**src/rtl/pcm_to_float_pkg.sv**
```systemverilog
package pcm_to_float_pkg;

    localparam int SIG_W  = 24;
    localparam int FRAC_W = 23;
    localparam int EXP_W  = 8;
    localparam int BIAS   = 127;

    typedef struct packed {
        logic              sign;
        logic [EXP_W-1:0]  expo;
        logic [FRAC_W-1:0] frac;
    } sp_word_t;

    typedef enum logic {
        ST_IDLE = 1'b0,
        ST_EMIT = 1'b1
    } emit_state_t;

endpackage

```
**src/rtl/pcm_magnitude.sv**
```systemverilog
module pcm_magnitude #(
    parameter int IN_W = 16
) (
    input  logic [IN_W-1:0] code,
    input  logic            negate,
    output logic [IN_W-1:0] mag
);
    // Invert and add one; the carry out of the top bit is dropped.
    always_comb begin
        if (negate) mag = ~code + IN_W'(1);
        else        mag = code;
    end
endmodule

```
**src/rtl/pcm_lead_one.sv**
```systemverilog
module pcm_lead_one #(
    parameter int IN_W = 16,
    localparam int PW  = $clog2(IN_W)
) (
    input  logic [IN_W-1:0] mag,
    output logic [PW-1:0]   pos
);
    logic [IN_W-1:0] above;
    logic [IN_W-1:0] hot;

    assign above[IN_W-1] = 1'b0;
    generate
        for (genvar g = IN_W - 2; g >= 0; g--) begin : g_chain
            assign above[g] = above[g+1] | mag[g+1];
        end
        for (genvar h = 0; h < IN_W; h++) begin : g_hot
            assign hot[h] = mag[h] & ~above[h];
        end
    endgenerate

    always_comb begin
        pos = '0;
        for (int i = 0; i < IN_W; i++) begin
            if (hot[i]) pos = pos | PW'(i);
        end
    end
endmodule

```
**src/rtl/pcm_pack.sv**
```systemverilog
module pcm_pack
    import pcm_to_float_pkg::*;
#(
    parameter int IN_W = 16,
    localparam int PW  = $clog2(IN_W),
    localparam int BIAS_SGN = BIAS - (IN_W - 1),
    localparam int BIAS_UNS = BIAS - IN_W
) (
    input  logic [IN_W-1:0] mag,
    input  logic [PW-1:0]   pos,
    input  logic            neg,
    input  logic            is_signed,
    output sp_word_t        word
);
    logic [SIG_W-1:0] aligned;
    logic [EXP_W-1:0] bias_sel;

    always_comb begin
        aligned   = SIG_W'(mag) << (SIG_W - 1 - int'(pos));
        bias_sel  = is_signed ? EXP_W'(BIAS_SGN) : EXP_W'(BIAS_UNS);
        word.sign = neg;
        word.expo = bias_sel + EXP_W'(pos);
        word.frac = aligned[FRAC_W-1:0];
    end
endmodule

```
**src/rtl/pcm_to_float.sv**
```systemverilog
module pcm_to_float
    import pcm_to_float_pkg::*;
#(
    parameter int IN_W = 16,
    localparam int PW  = $clog2(IN_W)
) (
    input  logic            clk,
    input  logic            rst_n,
    input  logic            in_valid,
    input  logic [IN_W-1:0] in_data,
    input  logic            in_signed,
    output logic            out_valid,
    output logic [31:0]     out_float
);
    localparam logic [31:0] NEG_ONE = {1'b1, EXP_W'(BIAS), {FRAC_W{1'b0}}};
    localparam logic [IN_W-1:0] MOST_NEG = {1'b1, {(IN_W-1){1'b0}}};

    logic            neg;
    logic            is_zero;
    logic            is_most_neg;
    logic [IN_W-1:0] mag;
    logic [PW-1:0]   pos;
    sp_word_t        packed_word;
    logic [31:0]     next_word;
    emit_state_t     state_q;
    emit_state_t     state_d;

    assign neg         = in_signed & in_data[IN_W-1];
    assign is_zero     = ~|in_data;
    assign is_most_neg = in_signed & (in_data == MOST_NEG);

    pcm_magnitude #(.IN_W(IN_W)) u_mag (
        .code   (in_data),
        .negate (neg),
        .mag    (mag)
    );

    pcm_lead_one #(.IN_W(IN_W)) u_lod (
        .mag (mag),
        .pos (pos)
    );

    pcm_pack #(.IN_W(IN_W)) u_pack (
        .mag       (mag),
        .pos       (pos),
        .neg       (neg),
        .is_signed (in_signed),
        .word      (packed_word)
    );

    always_comb begin
        if (is_zero)          next_word = '0;
        else if (is_most_neg) next_word = NEG_ONE;
        else                  next_word = packed_word;
    end

    // Next-state logic: a strobe always leads to EMIT, no strobe to IDLE.
    always_comb begin
        unique case (state_q)
            ST_IDLE: state_d = in_valid ? ST_EMIT : ST_IDLE;
            ST_EMIT: state_d = in_valid ? ST_EMIT : ST_IDLE;
            default: state_d = ST_IDLE;
        endcase
    end

    always_ff @(posedge clk or negedge rst_n) begin
        if (!rst_n) begin
            state_q   <= ST_IDLE;
            out_float <= '0;
        end else begin
            state_q <= state_d;
            if (in_valid) out_float <= next_word;
        end
    end

    always_comb begin
        unique case (state_q)
            ST_IDLE: out_valid = 1'b0;
            ST_EMIT: out_valid = 1'b1;
            default: out_valid = 1'b0;
        endcase
    end


    zero_code_chk: assert property (@(posedge clk) disable iff (!rst_n)
        (in_valid && in_data == '0) |=> (out_float == 32'h0000_0000));


    most_neg_chk: assert property (@(posedge clk) disable iff (!rst_n)
        (in_valid && in_signed && in_data == MOST_NEG) |=> (out_float == 32'hBF80_0000));


    neg_sign_chk: assert property (@(posedge clk) disable iff (!rst_n)
        (in_valid && in_signed && in_data[IN_W-1]) |=> out_float[31]);


    uns_range_chk: assert property (@(posedge clk) disable iff (!rst_n)
        (in_valid && !in_signed && in_data != '0) |=>
        (!out_float[31] && out_float[30:23] >= 8'd111 && out_float[30:23] <= 8'd126));


    valid_lat_chk: assert property (@(posedge clk) disable iff (!rst_n)
        in_valid |=> out_valid);


    idle_hold_chk: assert property (@(posedge clk) disable iff (!rst_n)
        !in_valid |=> (!out_valid && $stable(out_float)));

endmodule

```
**config.mk**
```make
export PLATFORM = sky130hd
export DESIGN_NAME = pcm_to_float
export DESIGN_NICKNAME = d
export VERILOG_FILES = /design/src/rtl/pcm_to_float_pkg.sv /design/src/rtl/pcm_magnitude.sv /design/src/rtl/pcm_lead_one.sv /design/src/rtl/pcm_pack.sv /design/src/rtl/pcm_to_float.sv
export SDC_FILE = /design/constraint.sdc
export NUM_CORES = 1
export LEC_CHECK = 0
export BUFFER_PORTS_ARGS = -buffer_cell sky130_fd_sc_hd__buf_2
export CAP_MARGIN = 20
export CORE_UTILIZATION = 59
export CTS_BUF_LIST = sky130_fd_sc_hd__clkbuf_8
export DETAILED_ROUTE_END_ITERATION = 10
export PLACE_DENSITY_LB_ADDON = 0.25
export SLEW_MARGIN = 30
export SYNTH_ARGS = -nofsm -noshare
export SYNTH_HDL_FRONTEND = slang
export SYNTH_SLANG_ARGS = --single-unit
```
**constraint.sdc**
```tcl
create_clock -name clk -period 1 [get_ports clk]
set_input_delay 0.15 -clock clk [delete_from_list [all_inputs] [get_ports clk]]
set_output_delay 0.15 -clock clk [all_outputs]
set_load 0.02 [all_outputs]
```
==> impl_metrics.prom, run 1 <==
# TYPE chip_impl_metric gauge
chip_impl_info{name="status",value="aborted with a tool error"} 1
chip_impl_info{name="failing_step",value="clock tree synthesis"} 1
chip_impl_info{name="flow.first_error",value="[ERROR DPL-0038] Utilization greater than 100%, impossible to legalize"} 1
chip_impl_info{name="cts_root_buf",value="clkbuf_8"} 1
chip_impl_metric{name="yosys_register_bits",unit=""} 33
chip_impl_metric{name="synth.distinct_cells",unit=""} 75
chip_impl_metric{name="effective_utilization_at_floorplan",unit="%"} 61.3
chip_impl_metric{name="portBuffers",unit=""} 52
chip_impl_metric{name="floorplan.die.height",unit="um"} 75.1
chip_impl_metric{name="synth_area_per_inst",unit="um2"} 8.22
chip_impl_metric{name="place.detailed.instances",unit=""} 602
chip_impl_metric{name="cts_htree_levels",unit=""} 2
chip_impl_info{name="post-synth-top-area-cell",value="dfrtp_1"} 1
chip_impl_metric{name="synth_area",unit="um2"} 3150
chip_impl_metric{name="synth-edff-count",unit=""} 0
chip_impl_metric{name="rows",unit=""} 26
chip_impl_info{name="yosys-top-cells-area",value="dfrtp_1 (26%), a21oi_1 (3.5%), mux2i_1 (3.5%)"} 1
chip_impl_metric{name="detailedPlacementHpwl",unit="mm"} 9.39
chip_impl_metric{name="async_reset_ff_share",unit="%"} 100
chip_impl_metric{name="postCtsSetupRepairBufs",unit=""} 35
chip_impl_metric{name="synthesis.instances",unit=""} 383
chip_impl_metric{name="pin_count",unit=""} 53
chip_impl_metric{name="routabilityCongestion",unit=""} 0.975
chip_impl_metric{name="yosysWarnings",unit=""} 0
chip_impl_metric{name="clkSinkCount",unit=""} 33
chip_impl_info{name="synth_flop_cell",value="dfrtp_1"} 1
chip_impl_metric{name="synth_top_cell_area_share",unit="%"} 26.2
chip_impl_metric{name="synth_sequential_area_ratio",unit="%"} 26.2
chip_impl_metric{name="horizontal_die_dimension",unit="um"} 75.1
chip_impl_metric{name="syn_nets",unit=""} 410
chip_impl_metric{name="cts_made_buffers",unit=""} 5
chip_impl_metric{name="postCtsResizedCells",unit=""} 108
chip_impl_metric{name="postCtsHoldBufs",unit=""} 1
chip_impl_metric{name="cts_buffer_depth",unit=""} 2
## metrics by stage
stage / setup slack [ns] / cell area, um2 / util [%]
detailed placement: -2.59 / 4530 / 88.1
global placement: -2.29 / 4530 / 88.1
floorplan: -2.13 / 3380 / -
## logic make-up after synthesis
kind of cell / share of synthesized area, %
AOI/OAI and AO/OA: 31.8
adders and majority gates: 3.02
DFF: 26.2
xor gates and xnor gates: 2.50
and+or+nand+nor: 23.5
muxes: 5.01
buffers and inverters: 7.91
## cells in the mapped netlist (all sizes together), types with 4 or more instances
| master | number |
|---|---|
| a2111oi | 4 |
| a211oi | 8 |
| a21boi | 4 |
| a21oi | 23 |
| a221oi | 4 |
| a22oi | 4 |
| a31oi | 8 |
| a32oi | 5 |
| buf | 11 |
| clkbuf | 17 |
| dfrtp | 33 |
| ha | 6 |
| inv | 24 |
| mux2i | 12 |
| nand2 | 23 |
| nand2b | 5 |
| nand3 | 13 |
| nand4 | 6 |
| nor2 | 23 |
| nor2b | 10 |
| nor3 | 17 |
| nor3b | 5 |
| nor4 | 7 |
| o211ai | 6 |
| o21ai | 20 |
| o221ai | 6 |
| o2bb2ai | 6 |
| o32ai | 5 |
| or3 | 7 |
| xnor2 | 5 |
| xor2 | 4 |
==> inputs of run 2 (changes only) <==
Settings changed: CORE_UTILIZATION 59 to 40, CTS_BUF_LIST sky130_fd_sc_hd__clkbuf_8 to default, PLACE_DENSITY_LB_ADDON 0.25 to 0.15.
==> impl_metrics.prom, run 2 <==
# TYPE chip_impl_metric gauge
chip_impl_metric{name="synth_area",unit="um2"} 3150
chip_impl_metric{name="final-instance-count-excl-fill",unit=""} 689
chip_impl_metric{name="cts_htree_levels",unit=""} 2
chip_impl_metric{name="detailedPlacementHpwl",unit="mm"} 8.62
chip_impl_metric{name="slew_violations",unit=""} 0
chip_impl_info{name="layout.cells.most_common_list",value="buf_4 (142), buf_6 (45), dfrtp_1 (33)"} 1
chip_impl_metric{name="synth_area_per_inst",unit="um2"} 8.22
chip_impl_metric{name="clock_latency",unit="ns"} 0.29
chip_impl_metric{name="routabilityCongestion",unit=""} 0.921
chip_impl_metric{name="final_core_utilization",unit="%"} 78.7
chip_impl_metric{name="grt_start_max_net_pins",unit=""} 34
chip_impl_metric{name="leakage",unit="nW"} 2.54
chip_impl_info{name="status",value="finished with violations"} 1
chip_impl_info{name="failed_checks",value="setup timing"} 1
chip_impl_metric{name="cts_buffer_depth",unit=""} 2
chip_impl_metric{name="worst_setup_hold_path_clk_slew",unit="ns"} 0.07
chip_impl_metric{name="detail_route.drc_violations",unit=""} 0
chip_impl_metric{name="ir_drop",unit="V"} 0.00156
chip_impl_info{name="worst_path_max_delay_cell",value="or4_4"} 1
chip_impl_metric{name="cts_made_buffers",unit=""} 5
chip_impl_metric{name="critical_path.n_buffers_inverters",unit=""} 4
chip_impl_info{name="yosys-top-cells-area",value="dfrtp_1 (26%), a21oi_1 (3.5%), mux2i_1 (3.5%)"} 1
chip_impl_metric{name="final-setup-viol-count",unit=""} 25
chip_impl_info{name="critPathTopFamily",value="compound AO/OA/AOI/OAI gates"} 1
chip_impl_info{name="synth.top_cells.by_count",value="dfrtp_1 (33), inv_1 (23), nand2_1 (23)"} 1
chip_impl_metric{name="required",unit="ns"} 1.17
chip_impl_metric{name="number_of_global_route_vias_before_repair",unit=""} 3951
chip_impl_info{name="grt_setup_unrepaired",value="yes"} 1
chip_impl_metric{name="critPathMaxFanout",unit=""} 4
chip_impl_metric{name="pwr_dens",unit="nW/um2"} 1020
chip_impl_metric{name="max_cap_viol_count",unit=""} 0
chip_impl_info{name="final_common_cell",value="buf_4"} 1
chip_impl_metric{name="area_growth_syn_to_layout",unit="%"} 86.1
chip_impl_metric{name="worst_clock_skew",unit="ns"} 0
chip_impl_metric{name="worst_path_largest_cell_delay",unit="ns"} 0.60
chip_impl_metric{name="largest_register_ffs",unit=""} 32
chip_impl_info{name="critical_path.cell_chain",value="buf_6, or4_4, buf_6, nor4_4, o2111ai_2, a21oi_2, o211a_4, nor2_8, clkinv_4, ha_4, inv_2, fa_2, o21bai_4, a21o_1, nand3_1, o2111ai_2, o21ai_1"} 1
chip_impl_info{name="most_used_standard_cell_by_instance_count_after_synthesis",value="dfrtp_1"} 1
chip_impl_metric{name="yosys_register_bits",unit=""} 33
chip_impl_metric{name="final_period_utilization",unit="%"} 298
chip_impl_metric{name="antenna_found_initial",unit=""} 0
chip_impl_info{name="synth_flop_cell",value="dfrtp_1"} 1
chip_impl_metric{name="synth-edff-count",unit=""} 0
chip_impl_metric{name="yosysWarnings",unit=""} 0
chip_impl_metric{name="grt_usage",unit="%"} 30.5
chip_impl_info{name="kind_of_start_point_of_the_critical_path",value="input pin"} 1
chip_impl_metric{name="synthesis.instances",unit=""} 383
chip_impl_metric{name="routedWlPerCell",unit="um"} 21.2
chip_impl_metric{name="max_freq",unit="GHz"} 0.336
chip_impl_info{name="hold_path.class",value="in2reg"} 1
chip_impl_metric{name="finalNetCount",unit=""} 616
chip_impl_metric{name="syn_nets",unit=""} 410
chip_impl_metric{name="detail_route.first_pass.iterations",unit=""} 7
chip_impl_metric{name="effective_utilization_at_floorplan",unit="%"} 42.3
chip_impl_info{name="critical_path.endpoint_type",value="register"} 1
chip_impl_metric{name="dr.first_iter.drc_count",unit=""} 471
chip_impl_info{name="timing_worst_setup_path_type",value="in2reg"} 1
chip_impl_metric{name="post_drt_via_cell_ratio",unit=""} 6.34
chip_impl_metric{name="hold_viol_final",unit=""} 0
chip_impl_metric{name="floorplan.die.height",unit="um"} 90.7
chip_impl_metric{name="synth.distinct_cells",unit=""} 75
chip_impl_metric{name="placed_cell_area",unit="um2"} 4520
chip_impl_metric{name="timing_worst_slew_pin_value",unit="ns"} 0.755
chip_impl_metric{name="clkSinkCount",unit=""} 33
chip_impl_metric{name="final_area",unit="um2"} 5860
chip_impl_metric{name="die_footprint",unit="um2"} 8230
chip_impl_metric{name="final_layout_size_suffix_gt1_share",unit="%"} 58.3
chip_impl_metric{name="placeableCoreArea",unit="um2"} 7450
chip_impl_metric{name="portBuffers",unit=""} 52
chip_impl_metric{name="routed-via-count",unit=""} 4369
chip_impl_metric{name="antenna_cells_inserted",unit=""} 0
chip_impl_metric{name="maxSlewHeadroom",unit="%"} 49.3
chip_impl_metric{name="worst_ep_arrival_time",unit="ns"} 3.15
chip_impl_metric{name="horizontal_die_dimension",unit="um"} 90.7
chip_impl_metric{name="pin_count",unit=""} 53
chip_impl_metric{name="detailedPlace.worstSlack",unit="ns"} -2.33
chip_impl_metric{name="route.antenna.remaining_nets",unit=""} 0
chip_impl_metric{name="layout_min_cycle_time",unit="ns"} 2.98
chip_impl_metric{name="place.detailed.instances",unit=""} 629
chip_impl_info{name="cts_root_buf",value="clkbuf_8"} 1
chip_impl_info{name="post-synth-top-area-cell",value="dfrtp_1"} 1
chip_impl_metric{name="drt_wl_total",unit="mm"} 14.6
chip_impl_metric{name="grt_first_pass_wirelength",unit="mm"} 19.9
chip_impl_metric{name="async_reset_ff_share",unit="%"} 100
chip_impl_info{name="cts_tree",value="built"} 1
chip_impl_info{name="max_flop_register",value="out_float"} 1
chip_impl_metric{name="synth_sequential_area_ratio",unit="%"} 26.2
chip_impl_metric{name="rows",unit=""} 31
chip_impl_metric{name="synth_top_cell_area_share",unit="%"} 26.2
chip_impl_info{name="largest_registers_in_the_final_layout",value="out_float: 32 flops, state_q: 1 flops"} 1
chip_impl_metric{name="grt_overflow_total",unit=""} 0
chip_impl_metric{name="fin_ws",unit="ns"} -1.98
-- run 2: cell counts after synthesis --
No cell type changed its count.
-- run 2: metal layers --
metal	track usage [%]	wire length (um)
met1	39.8	5680
met5	0	0
met2	50.4	7070
met3	5.22	1260
met4	11.0	601
-- run 2: cell type report --
class | count | area [um2]
Multi-Input combinational cell | 297 | 2810
Fill cell | 468 | 1590
Clock inverter | 2 | 10.0
Sequential cell | 33 | 826
Tap cell | 99 | 124
Clock buffer | 6 | 72.6
Inverter | 25 | 111
Timing Repair Buffer | 227 | 1910
-- run 2: cell families after synthesis --
kind of cell / share of synthesized area [%]
buffers and inverters: 7.91
AND/OR/NAND/NOR: 23.5
flip-flops: 26.2
AO/OA/AOI/OAI: 31.8
XOR/XNOR: 2.50
multiplexers: 5.01
adder cells (fa/ha/maj): 3.02
-- run 2: worst paths after layout --
path                               startpoint             to  slack (ns)  depth (start not counted)
worst max-delay path               in_data[2]  out_float[27]       -1.98                         17
min in group asynchronous               rst_n        state_q        0.34                          3
worst min register to register  out_float[11]  out_float[11]        0.48                          1
worst min-delay path                 in_valid        state_q        0.27                          2
worst max register to register  out_float[21]  out_float[21]        0.05                          2
max in group asynchronous               rst_n  out_float[29]        0.48                          3
-- run 2: metrics by stage --
stage	hold WS [ns]	power [mW]	TNS [ns]
after floorplan	-0.146	2.96	-40.85
after global placement	0.115	3.87	-47.57
after detailed placement	0.119	3.90	-48.88
after CTS	0.274	5.23	-38.84
after global routing	0.290	6.19	-42.57
final	0.272	5.95	-40.58
-- run 2: what timing repair did --
item / CTS / global route
cloned: 1 / 0
hold buffers: 1 / 0
hold endpoints to repair: 33 / 0
buffers inserted: 20 / 34
setup endpoints to repair: 26 / 45
resized for setup: 76 / 113
pin swaps: 34 / 52
-- run 2: power breakdown --
| group | internal [mW] | switching [mW] |
|---|---|---|
| Sequential | 1.50 | 0.123 |
| Clock | 0.483 | 0.524 |
| Combinational | 1.59 | 1.74 |
Note: power is estimated with default switching activity, not from simulation.
